### src/rtl/lpc_dma_pkg.sv
package lpc_dma_pkg;
  typedef enum logic [3:0] {
    ST_IDLE, ST_CTYPE, ST_CHAN, ST_SIZE,
    ST_HDL, ST_HDH, ST_HTA1, ST_HTA2,
    ST_SYNC, ST_PDL, ST_PDH, ST_PTA1, ST_PTA2
  } lpc_st_e;

  localparam logic [3:0] NIB_START  = 4'h0;
  localparam logic [3:0] NIB_TURN   = 4'hF;
  localparam logic [3:0] SYNC_READY = 4'h0;
  localparam logic [3:0] SYNC_SWAIT = 4'h5;
  localparam logic [1:0] CT_DMA     = 2'b10;
  localparam logic [1:0] SZ_ONE     = 2'b00;
  localparam logic [1:0] SZ_TWO     = 2'b01;
endpackage

### src/rtl/lpc_dma_fsm.sv
module lpc_dma_fsm import lpc_dma_pkg::*; #(
  parameter int NCH = 4
) (
  input  logic           clk,
  input  logic           rst,
  input  logic           lframe_n,
  input  logic [3:0]     lad_in,
  input  logic           rx_ready,
  input  logic           tx_valid,
  output lpc_st_e        state,
  output lpc_st_e        nxt,
  output logic           take,
  output logic           dir_wr,
  output logic           last_tc,
  output logic [NCH-1:0] chan_ack
);
  localparam int FW = 3;

  lpc_st_e        state_q;
  logic           dir_q, tc_q, two_q, sync_ok_q;
  logic [1:0]     done_q;
  logic [FW-1:0]  chan_q;
  logic           rdy, more, active;
  logic [FW-1:0]  sel;

  assign rdy  = dir_q ? tx_valid : rx_ready;
  assign more = done_q < ({1'b0, two_q} + 2'd1);

  always_comb begin
    nxt = state_q;
    if (!lframe_n) begin
      nxt = (lad_in == NIB_START) ? ST_CTYPE : ST_IDLE;
    end else begin
      case (state_q)
        ST_IDLE:  nxt = ST_IDLE;
        ST_CTYPE: nxt = (lad_in[3:2] == CT_DMA) ? ST_CHAN : ST_IDLE;
        ST_CHAN:  nxt = (int'(lad_in[2:0]) < NCH) ? ST_SIZE : ST_IDLE;
        ST_SIZE:  nxt = (lad_in[1:0] == SZ_ONE || lad_in[1:0] == SZ_TWO)
                        ? (dir_q ? ST_HTA1 : ST_HDL) : ST_IDLE;
        ST_HDL:   nxt = ST_HDH;
        ST_HDH:   nxt = ST_HTA1;
        ST_HTA1:  nxt = ST_HTA2;
        ST_HTA2:  nxt = ST_SYNC;
        ST_SYNC:  nxt = sync_ok_q ? (dir_q ? ST_PDL : ST_PTA1) : ST_SYNC;
        ST_PDL:   nxt = ST_PDH;
        ST_PDH:   nxt = more ? ST_SYNC : ST_PTA1;
        ST_PTA1:  nxt = ST_PTA2;
        ST_PTA2:  nxt = (!dir_q && more) ? ST_HDL : ST_IDLE;
        default:  nxt = ST_IDLE;
      endcase
    end
  end

  assign take    = (nxt == ST_SYNC) && rdy;
  assign last_tc = tc_q && (done_q == {1'b0, two_q});
  assign state   = state_q;
  assign dir_wr  = dir_q;
  assign active  = !(nxt inside {ST_IDLE, ST_CTYPE, ST_CHAN});
  assign sel     = (state_q == ST_CHAN) ? lad_in[2:0] : chan_q;

  always_ff @(posedge clk) begin
    if (rst) begin
      state_q   <= ST_IDLE;
      dir_q     <= 1'b0;
      tc_q      <= 1'b0;
      two_q     <= 1'b0;
      chan_q    <= '0;
      done_q    <= '0;
      sync_ok_q <= 1'b0;
    end else begin
      state_q   <= nxt;
      sync_ok_q <= take;
      if (state_q == ST_CTYPE) dir_q <= lad_in[1];
      if (state_q == ST_CHAN) begin
        tc_q   <= lad_in[3];
        chan_q <= lad_in[2:0];
      end
      if (state_q == ST_SIZE) begin
        two_q  <= lad_in[0];
        done_q <= '0;
      end else if (state_q == ST_SYNC && sync_ok_q && lframe_n) begin
        done_q <= done_q + 2'd1;
      end
    end
  end

  for (genvar g = 0; g < NCH; g++) begin : g_ack
    always_ff @(posedge clk) begin
      if (rst) chan_ack[g] <= 1'b0;
      else     chan_ack[g] <= active && (sel == FW'(g));
    end
  end

  assert_chan_onehot_R4: assert property (@(posedge clk) disable iff (rst)
    $onehot0(chan_ack));
  assert_abort_idle_R11: assert property (@(posedge clk) disable iff (rst)
    !lframe_n |=> (state_q == ST_IDLE || state_q == ST_CTYPE));
endmodule

### src/rtl/lpc_dma_rx_asm.sv
module lpc_dma_rx_asm import lpc_dma_pkg::*; (
  input  logic       clk,
  input  logic       rst,
  input  lpc_st_e    state,
  input  logic [3:0] lad_in,
  input  logic       take,
  input  logic       dir_wr,
  input  logic       last_tc,
  output logic       rx_push,
  output logic [7:0] rx_data,
  output logic       rx_tc
);
  logic [3:0] nib_lo;

  always_ff @(posedge clk) begin
    if (rst) begin
      nib_lo  <= '0;
      rx_data <= '0;
      rx_push <= 1'b0;
      rx_tc   <= 1'b0;
    end else begin
      if (state == ST_HDL) nib_lo  <= lad_in;
      if (state == ST_HDH) rx_data <= {lad_in, nib_lo};
      rx_push <= take && !dir_wr;
      rx_tc   <= take && !dir_wr && last_tc;
    end
  end

  assert_tc_with_push_R10: assert property (@(posedge clk) disable iff (rst)
    rx_tc |-> rx_push);
endmodule

### src/rtl/lpc_dma_lad_drv.sv
module lpc_dma_lad_drv import lpc_dma_pkg::*; (
  input  logic       clk,
  input  logic       rst,
  input  logic       lframe_n,
  input  lpc_st_e    state,
  input  lpc_st_e    nxt,
  input  logic       take,
  input  logic       dir_wr,
  input  logic       last_tc,
  input  logic [7:0] tx_data,
  output logic [3:0] lad_out,
  output logic       lad_oe,
  output logic       tx_pop,
  output logic       tx_tc
);
  logic [7:0] txb;

  always_ff @(posedge clk) begin
    if (rst) begin
      lad_out <= NIB_TURN;
      lad_oe  <= 1'b0;
      tx_pop  <= 1'b0;
      tx_tc   <= 1'b0;
      txb     <= '0;
    end else begin
      tx_pop <= take && dir_wr;
      tx_tc  <= take && dir_wr && last_tc;
      if (take && dir_wr) txb <= tx_data;
      case (nxt)
        ST_SYNC: begin lad_oe <= 1'b1; lad_out <= take ? SYNC_READY : SYNC_SWAIT; end
        ST_PDL:  begin lad_oe <= 1'b1; lad_out <= txb[3:0]; end
        ST_PDH:  begin lad_oe <= 1'b1; lad_out <= txb[7:4]; end
        ST_PTA1: begin lad_oe <= 1'b1; lad_out <= NIB_TURN; end
        default: begin lad_oe <= 1'b0; lad_out <= NIB_TURN; end
      endcase
    end
  end

  assert_pop_in_ready_sync_R8: assert property (@(posedge clk) disable iff (rst)
    tx_pop |-> (lad_oe && lad_out == SYNC_READY));
  assert_release_on_frame_R11: assert property (@(posedge clk) disable iff (rst)
    !lframe_n |=> !lad_oe);
  assert_idle_quiet_R1: assert property (@(posedge clk) disable iff (rst)
    (state == ST_IDLE) |-> (!lad_oe && !tx_pop));
endmodule

### src/rtl/lpc_dma_periph.sv
module lpc_dma_periph import lpc_dma_pkg::*; #(
  parameter int NCH = 4
) (
  input  logic           clk,
  input  logic           rst,
  input  logic           lframe_n,
  input  logic [3:0]     lad_in,
  output logic [3:0]     lad_out,
  output logic           lad_oe,
  input  logic           rx_ready,
  output logic           rx_push,
  output logic [7:0]     rx_data,
  output logic           rx_tc,
  input  logic           tx_valid,
  input  logic [7:0]     tx_data,
  output logic           tx_pop,
  output logic           tx_tc,
  output logic [NCH-1:0] chan_ack
);
  lpc_st_e state, nxt;
  logic    take, dir_wr, last_tc;

  lpc_dma_fsm #(.NCH(NCH)) u_fsm (
    .clk(clk), .rst(rst), .lframe_n(lframe_n), .lad_in(lad_in),
    .rx_ready(rx_ready), .tx_valid(tx_valid), .state(state), .nxt(nxt),
    .take(take), .dir_wr(dir_wr), .last_tc(last_tc), .chan_ack(chan_ack)
  );

  lpc_dma_rx_asm u_rx (
    .clk(clk), .rst(rst), .state(state), .lad_in(lad_in), .take(take),
    .dir_wr(dir_wr), .last_tc(last_tc), .rx_push(rx_push),
    .rx_data(rx_data), .rx_tc(rx_tc)
  );

  lpc_dma_lad_drv u_drv (
    .clk(clk), .rst(rst), .lframe_n(lframe_n), .state(state), .nxt(nxt),
    .take(take), .dir_wr(dir_wr), .last_tc(last_tc), .tx_data(tx_data),
    .lad_out(lad_out), .lad_oe(lad_oe), .tx_pop(tx_pop), .tx_tc(tx_tc)
  );
endmodule

### config.mk
export PLATFORM = sky130hd
export DESIGN_NAME = lpc_dma_periph
export DESIGN_NICKNAME = d
export VERILOG_FILES = /design/src/rtl/lpc_dma_pkg.sv /design/src/rtl/lpc_dma_fsm.sv /design/src/rtl/lpc_dma_rx_asm.sv /design/src/rtl/lpc_dma_lad_drv.sv /design/src/rtl/lpc_dma_periph.sv
export SDC_FILE = /design/constraint.sdc
export NUM_CORES = 1
export LEC_CHECK = 0
export BUFFER_PORTS_ARGS = -buffer_cell sky130_fd_sc_hd__buf_4
export CAP_MARGIN = 20
export CORE_UTILIZATION = 55
export DETAILED_ROUTE_END_ITERATION = 8
export GPL_ROUTABILITY_DRIVEN = 0
export GPL_TIMING_DRIVEN = 0
export HOLD_SLACK_MARGIN = 0.12
export PLACE_DENSITY = 0.83
export SLEW_MARGIN = 20
export SYNTH_ARGS = -nofsm -noshare
export SYNTH_HDL_FRONTEND = slang
export SYNTH_HIERARCHICAL = 1
export SYNTH_SLANG_ARGS = --single-unit
### constraint.sdc
create_clock -name clk -period 2.65 [get_ports clk]
set_input_delay 0 -clock clk [delete_from_list [all_inputs] [get_ports clk]]
set_output_delay 0 -clock clk [all_outputs]
set_load 0.01 [all_outputs]
==> results of run 1 <==
==> power by group <==
group	switching (mW)	internal, mW	leakage [nW]
clock network	0.242	0.283	0.0585
registers	0.000546	0.691	0.373
logic	0.0291	0.0379	0.632
total	0.272	1.01	1.06
==> sequential cells by signal, summed over array words and instances (netlist names), 2 cells and up <==
register and count:
u_rx/nib_lo 4, u_fsm/done_q 2, u_rx/rx_data 8, u_drv/txb 8, u_fsm/chan_ack 4, u_fsm/state 4, u_fsm/chan_q 3, u_drv/lad_out 4
==> cell families after synthesis <==
logic type,after synthesis,share of synthesized area
muxes,18,0.0842
and+or+nand+nor,109,0.303
xor gates and xnor gates,2,0.00818
buffers and inverters,20,0.0468
AOI/OAI and AO/OA,37,0.116
adders and majority gates,2,0.0117
DFF,46,0.430
==> layer usage <==
layer  GRT usage  vias to the layer above  wire length [um]
met4       0.106                        0               140
met2       0.436                       61              2410
met3      0.0411                       16               236
li1            -                      938                 -
met1       0.293                      897              2020
met5           0                        -                 0
==> cells in the final DEF, fill, tap and decap left out, drive strengths merged, types with 2 or more instances in the layout <==
master	n
nor2b	4
mux2i	18
a2bb2oi	2
and2	2
a22oi	2
dlygate4sd3	14
nor4	3
nand3	13
dfxtp	46
ha	2
o21ai	10
buf	46
or3	2
inv	9
a21oi	13
nor2	21
a211o	2
and2b	2
nand2b	20
nor3	10
clkbuf	11
nor3b	6
a31oi	3
nand2	18
==> cell type report <==
class | count | area, sq um | share of cell area
Sequential cell | 46 | 926 | 0.331
Timing Repair Buffer | 55 | 448 | 0.160
Buffer | 11 | 75.1 | 0.0268
Multi-Input combinational cell | 168 | 1150 | 0.410
Clock buffer | 5 | 68.8 | 0.0246
Inverter | 8 | 30.0 | 0.0107
Clock inverter | 3 | 43.8 | 0.0156
Tap cell | 48 | 60.1 | 0.0214
==> what timing repair did <==
item | 4_1_cts | 5_1_grt
pin swaps | 0 | 2
gates resized for setup | 2 | 12
hold buffers | 14 | 0
endpoints found under the setup margin | 2 | 12
hold endpoints to repair | 30 | 0
setup buffers | 0 | 4
==> stage by stage <==
stage	TNS, ns	area, sq um
2_1_floorplan	0	2140
3_3_place_gp	0	2480
3_5_place_dp	-0.0215	2480
4_1_cts	0	2740
5_1_grt	0	2800
6_report	0	2800
==> path summary, 6_finish.rpt <==
check	startpoint	endpoint	cells past startpoint
max	u_fsm/state[1]$_SDFF_PP0_	u_drv/txb[0]$_SDFFE_PP0N_	12
min	rx_ready	u_fsm/sync_ok_q$_SDFF_PP0_	4
max reg2reg	u_fsm/state[1]$_SDFF_PP0_	u_drv/txb[0]$_SDFFE_PP0N_	12
min reg2reg	u_drv/txb[6]$_SDFFE_PP0N_	u_drv/txb[6]$_SDFFE_PP0N_	2
==> worst min-delay path: stages <==
cell and delay [ns]:
buf_4 0.10, mux2i_1 0.12, or3_4 0.15, nor3_2 0.04
==> metrics.md, run 1 <==
| Metric | Value |
|---|---|
| Synth Instances | `234` |
| Vias per cell | `5.56` |
| Clock buffer count from CTS | `5` |
| Post-synth EDFFs | `0` |
| WL final | `4800 um` |
| Seq/Total Area, Yosys | `0.430` |
| Root Buffer | `clkbuf_8` |
| Die width | `64.4 um` |
| Period utilization | `0.944` |
| Fmax achieved | `0.400 GHz` |
| Final worst path period need | `2.50 ns` |
| Largest net degree at the start of global routing | `16` |
| Tot Pwr | `1.28 mW` |
| #FFs+latches synth | `46` |
| Initial drt markers | `80` |
| Most frequent cell after synthesis | `dfxtp_1` |
| Starting density of the core | `0.580` |
| Quantity of I/O buffers inserted on ports | `37` |
| Count of final max-slew check failures | `0` |
| Peak supply drop | `0.000374 V` |
| Area grow syn2layout | `30.9%` |
| Slowest-stage cell, CP | `dfxtp_2` |
| Clock transition at the registers of the reported paths | `0.09 ns` |
| CP Data Arrival Time | `2.73 ns` |
| CTS Buffer Depth | `2` |
| Pwr Density | `458 mW/mm^2` |
| GRT Resource Usage Total | `0.247` |
| I/O pin cnt | `38` |
| CTS tree | `built` |
| Final worst slack | `0.148 ns` |
| Worst reg-to-reg setup slack | `0.15 ns` |
| Critical Path RT | `2.88 ns` |
| Asr flop ratio synth | `0` |
| Antenna diodes | `0` |
| Number of routed nets with antenna violations | `0` |
| Synth area leaders | `dfxtp_1 43%, mux2i_1 8.4%, nand2b_1 5.6%` |
| DRC | `0` |
| Initial antenna violation count | `0` |
| CP peak stage delay | `0.38 ns` |
| Clk Latency, worst-skew pair | `0.30 ns` |
| Post-synth top flop | `dfxtp_1` |
| Syn avg cell area | `9.15 sq um` |
| Final core occ | `0.759` |
| Ys Warns | `6` |
| Critical path's most frequent cell | `buf_4` |
| Synth cell count leaders | `46 x dfxtp_1, 21 x nor2_1, 19 x nand2b_1` |
| FP Rows | `22` |
| Overflow after GRT | `0` |
| Max_cap viols | `0` |
| LEAKAGE | `1.06 nW` |
| Placed Cells | `319` |
| Post-DP HPWL | `3170 um` |
| # setup viols final | `0` |
| Crit path launch type | `flop` |
| CP max FO | `9` |
| Post-Syn Area | `0.00214 sq mm` |
| Worst setup EP type | `flop` |
| Core Footprint | `0.00369 sq mm` |
| Filler cells | `283` |
| Slew HR | `0.620` |
| RSZ-0062 raised after global routing | `false` |
| Vias in the first global route | `1756` |
| Final net count | `314` |
| Worst Skew | `0.00650 ns` |
| Die area | `0.00415 sq mm` |
| Final hold slack | `0.164 ns` |
| Post-synth top area share | `0.430` |
| Syn Nets | `253` |
| HP Class | `in2reg` |
| Die H | `64.4 um` |
| CP top delay family | `compound AO/OA/AOI/OAI gates` |
| Critical Path, Cell by Cell | `buf_4, nand2b_4, or3_4, o221a_2, a2bb2oi_2, o21ai_1, nor2_2, buf_6, buf_4, nand2_2, nand2_1, a21oi_1` |
| Vias | `1912` |
| CP Class | `reg2reg` |
| Post-synthesis cell type count | `50` |
| Mean routed wirelength per cell | `14.0 um` |
| Hold Fails Final Rpt | `0` |
| Dpl ws | `-0.0107 ns` |
| CTS sink count | `46` |
| First-pass GRT wire length | `7850 um` |
| Slew @ Worst Pin | `0.568 ns` |
| Non-Filler Instances | `344` |
| Crit path buffers/inverters | `3` |
| Layout cells sized above 1 | `0.280` |
| Status | `finished clean` |
| H-tree levels | `2` |
| Post-synth top area cell | `dfxtp_1` |
| Pre-antenna DRT Iters | `4` |
Note: power is estimated with default switching activity, not from simulation.
==> run 2, diff against run 1 <==
--- a/config.mk
+++ b/config.mk
@@ -7,6 +7,7 @@
 export LEC_CHECK = 0
 export BUFFER_PORTS_ARGS = -buffer_cell sky130_fd_sc_hd__buf_4
 export CAP_MARGIN = 20
+export CORE_ASPECT_RATIO = 1.25
 export CORE_UTILIZATION = 55
 export DETAILED_ROUTE_END_ITERATION = 8
 export GPL_ROUTABILITY_DRIVEN = 0
==> run 2 against run 1 <==
Against the previous run: the run now ends with DRC left; sequential power about the same; worst hold slack better by 0.037 ns; total power decreased by 1.3%; combinational power is 4.0% higher; clock skew down 0.0024 ns; design area increased by 1.9%; worst setup slack got worse by 0.029 ns; fmax shrank 1.1%; critical endpoint is now u_drv/lad_out[2]$_SDFF_PP1_; largest power group unchanged; highest routed layer unchanged.
==> metrics.md, run 2 (synthesized netlist as in run 1, its figures left out) <==
| Metric | Value |
|---|---|
| Final worst path period need | `2.53 ns` |
| Overflow after GRT | `0` |
| Vias per cell | `5.64` |
| Antenna diodes | `0` |
| Most frequent cells in the layout | `48 x buf_4, 41 x dfxtp_1, 19 x nand2b_1, 19 x nor2_1, 18 x mux2i_1` |
| Core Footprint | `0.00375 sq mm` |
| I/O pin cnt | `38` |
| Final net count | `319` |
| CP Data Arrival Time | `2.70 ns` |
| First-pass GRT wire length | `7320 um` |
| Clock group share of total power | `0.401` |
| Final hold slack | `0.200 ns` |
| Dpl cell area | `0.00247 sq mm` |
| CTS Buffer Depth | `2` |
| Crit path launch type | `flop` |
| Pre-antenna DRT Iters | `6` |
| Clock buffer count from CTS | `5` |
| Logic pwr share | `0.055` |
| Crit path depth | `11` |
| Root Buffer | `clkbuf_8` |
| Count of final max-slew check failures | `0` |
| Slowest-stage cell, CP | `dfxtp_2` |
| Vias | `1923` |
| Slew HR | `0.605` |
| Hold Fails Final Rpt | `0` |
| P_sw | `0.257 mW` |
| Failing checks | `DRC` |
| Die H | `71.8 um` |
| Worst setup EP type | `flop` |
| Dpl ws | `-0.0450 ns` |
| Mean routed wirelength per cell | `14.2 um` |
| CP Class | `reg2reg` |
| Clk Latency, worst-skew pair | `0.29 ns` |
| Area grow syn2layout | `33.4%` |
| Peak supply drop | `0.000400 V` |
| HP Class | `in2reg` |
| CP peak stage delay | `0.42 ns` |
| CP top delay family | `compound AO/OA/AOI/OAI gates` |
| Quantity of I/O buffers inserted on ports | `37` |
| Die width | `57.8 um` |
| Worst reg2reg path depth | `11` |
| Tot Pwr | `1.27 mW` |
| WHS Path Cells | `4` |
| Initial drt markers | `66` |
| Vias in the first global route | `1647` |
| Cell-internal power | `1.01 mW` |
| Die area | `0.00415 sq mm` |
| Starting density of the core | `0.570` |
| Layout cells sized above 1 | `0.299` |
| Sequential power share | `0.544` |
| Sw frac | `0.203` |
| FP Rows | `25` |
| Critical Path RT | `2.81 ns` |
| CTS tree | `built` |
| Critical Path, Cell by Cell | `buf_2, nor2b_1, a31oi_1, o221a_2, a2bb2oi_4, o21ai_2, nor2_4, buf_6, nor3_1, a2111oi_2, o21ai_1` |
| Setup TNS | `0 ns` |
| Worst Skew | `0.00409 ns` |
| Largest net degree at the start of global routing | `15` |
| GRT Resource Usage Total | `0.227` |
| H-tree levels | `2` |
| Slew @ Worst Pin | `0.589 ns` |
| Post-DP HPWL | `3060 um` |
| Final worst slack | `0.119 ns` |
| Fmax achieved | `0.395 GHz` |
| Pwr Density | `443 mW/mm^2` |
| Max_cap viols | `0` |
| Crit path buffers/inverters | `2` |
| Post-route design area | `0.00286 sq mm` |
| LEAKAGE | `1.09 nW` |
| Status | `complete, but fails checks` |
| Number of routed nets with antenna violations | `0` |
| Most common cell after layout, fill and taps aside | `buf_4` |
| Biggest registers after layout | `u_drv/txb x8, u_rx/rx_data x8` |
| CTS sink count | `46` |
| DRC | `3` |
| Initial antenna violation count | `0` |
| Period utilization | `0.955` |
| Clock transition at the registers of the reported paths | `0.08 ns` |
| # setup viols final | `0` |
| WL final | `4840 um` |
| CP max FO | `10` |
==> run 2: changes by cell type in the layout (fill, tap and decap cells not counted), sizes merged <==
cell / delta
buf: +6
clkinv: -1
inv: -1
clkinvlp: +1
==> run 2: layout make-up <==
class	count	area [sq um]
Multi-Input combinational cell	168	1170
Sequential cell	46	932
Fill cell	258	898
Timing Repair Buffer	61	493
Clock buffer	6	72.6
Buffer	10	65.1
Tap cell	40	50.0
Clock inverter	2	37.5
Inverter	8	30.0
==> run 2: worst reg2reg max path: stages, from the launching register on <==
cell and delay, ns:
dfxtp_2 0.42, buf_2 0.25, nor2b_1 0.09, a31oi_1 0.19
o221a_2 0.29, a2bb2oi_4 0.20, o21ai_2 0.12, nor2_4 0.14
buf_6 0.12, nor3_1 0.05, a2111oi_2 0.41, o21ai_1 0.13
==> run 2: through the flow <==
stage,instances,utilization
floorplan,234,-
global placement,311,0.658
detailed placement,311,0.658
CTS,333,0.726
global route,341,0.761
finish,341,0.761
==> run 2: final timing paths <==
path	startpoint	endpoint	slack [ns]
worst max register to register	u_fsm/state[3]$_SDFF_PP0_	u_drv/lad_out[2]$_SDFF_PP1_	0.12
worst min register to register	u_drv/txb[0]$_SDFFE_PP0N_	u_drv/txb[0]$_SDFFE_PP0N_	0.46
worst min-delay path	rx_ready	u_fsm/sync_ok_q$_SDFF_PP0_	0.20
worst max-delay path	u_fsm/state[3]$_SDFF_PP0_	u_drv/lad_out[2]$_SDFF_PP1_	0.12
==> run 2: per-layer routing <==
metal  wire [um]  track usage  up-vias
li1            -            -      946
met1        2080        0.265      892
met2        2430        0.397       73
met3         240       0.0596       12
met4          99       0.0820        0
met5           0            0        -
==> run 2: power by group through the flow <==
stage	clock network (mW)	logic (mW)	registers [mW]
2_1_floorplan	0	0.0175	0.707
3_3_place_gp	0	0.0487	0.708
3_5_place_dp	0	0.0491	0.708
4_1_cts	0.516	0.0662	0.691
5_1_grt	0.554	0.0743	0.689
6_report	0.507	0.0696	0.689
==> run 2: repair_timing <==
| action | in CTS | in global routing |
|---|---|---|
| hold buffers | 14 | 0 |
| buffers inserted | 0 | 10 |
| gates resized for setup | 1 | 20 |
| hold endpoints to repair | 30 | 0 |
| cloned | 0 | 0 |
| pin swaps | 0 | 8 |
| endpoints found under the setup margin | 2 | 11 |
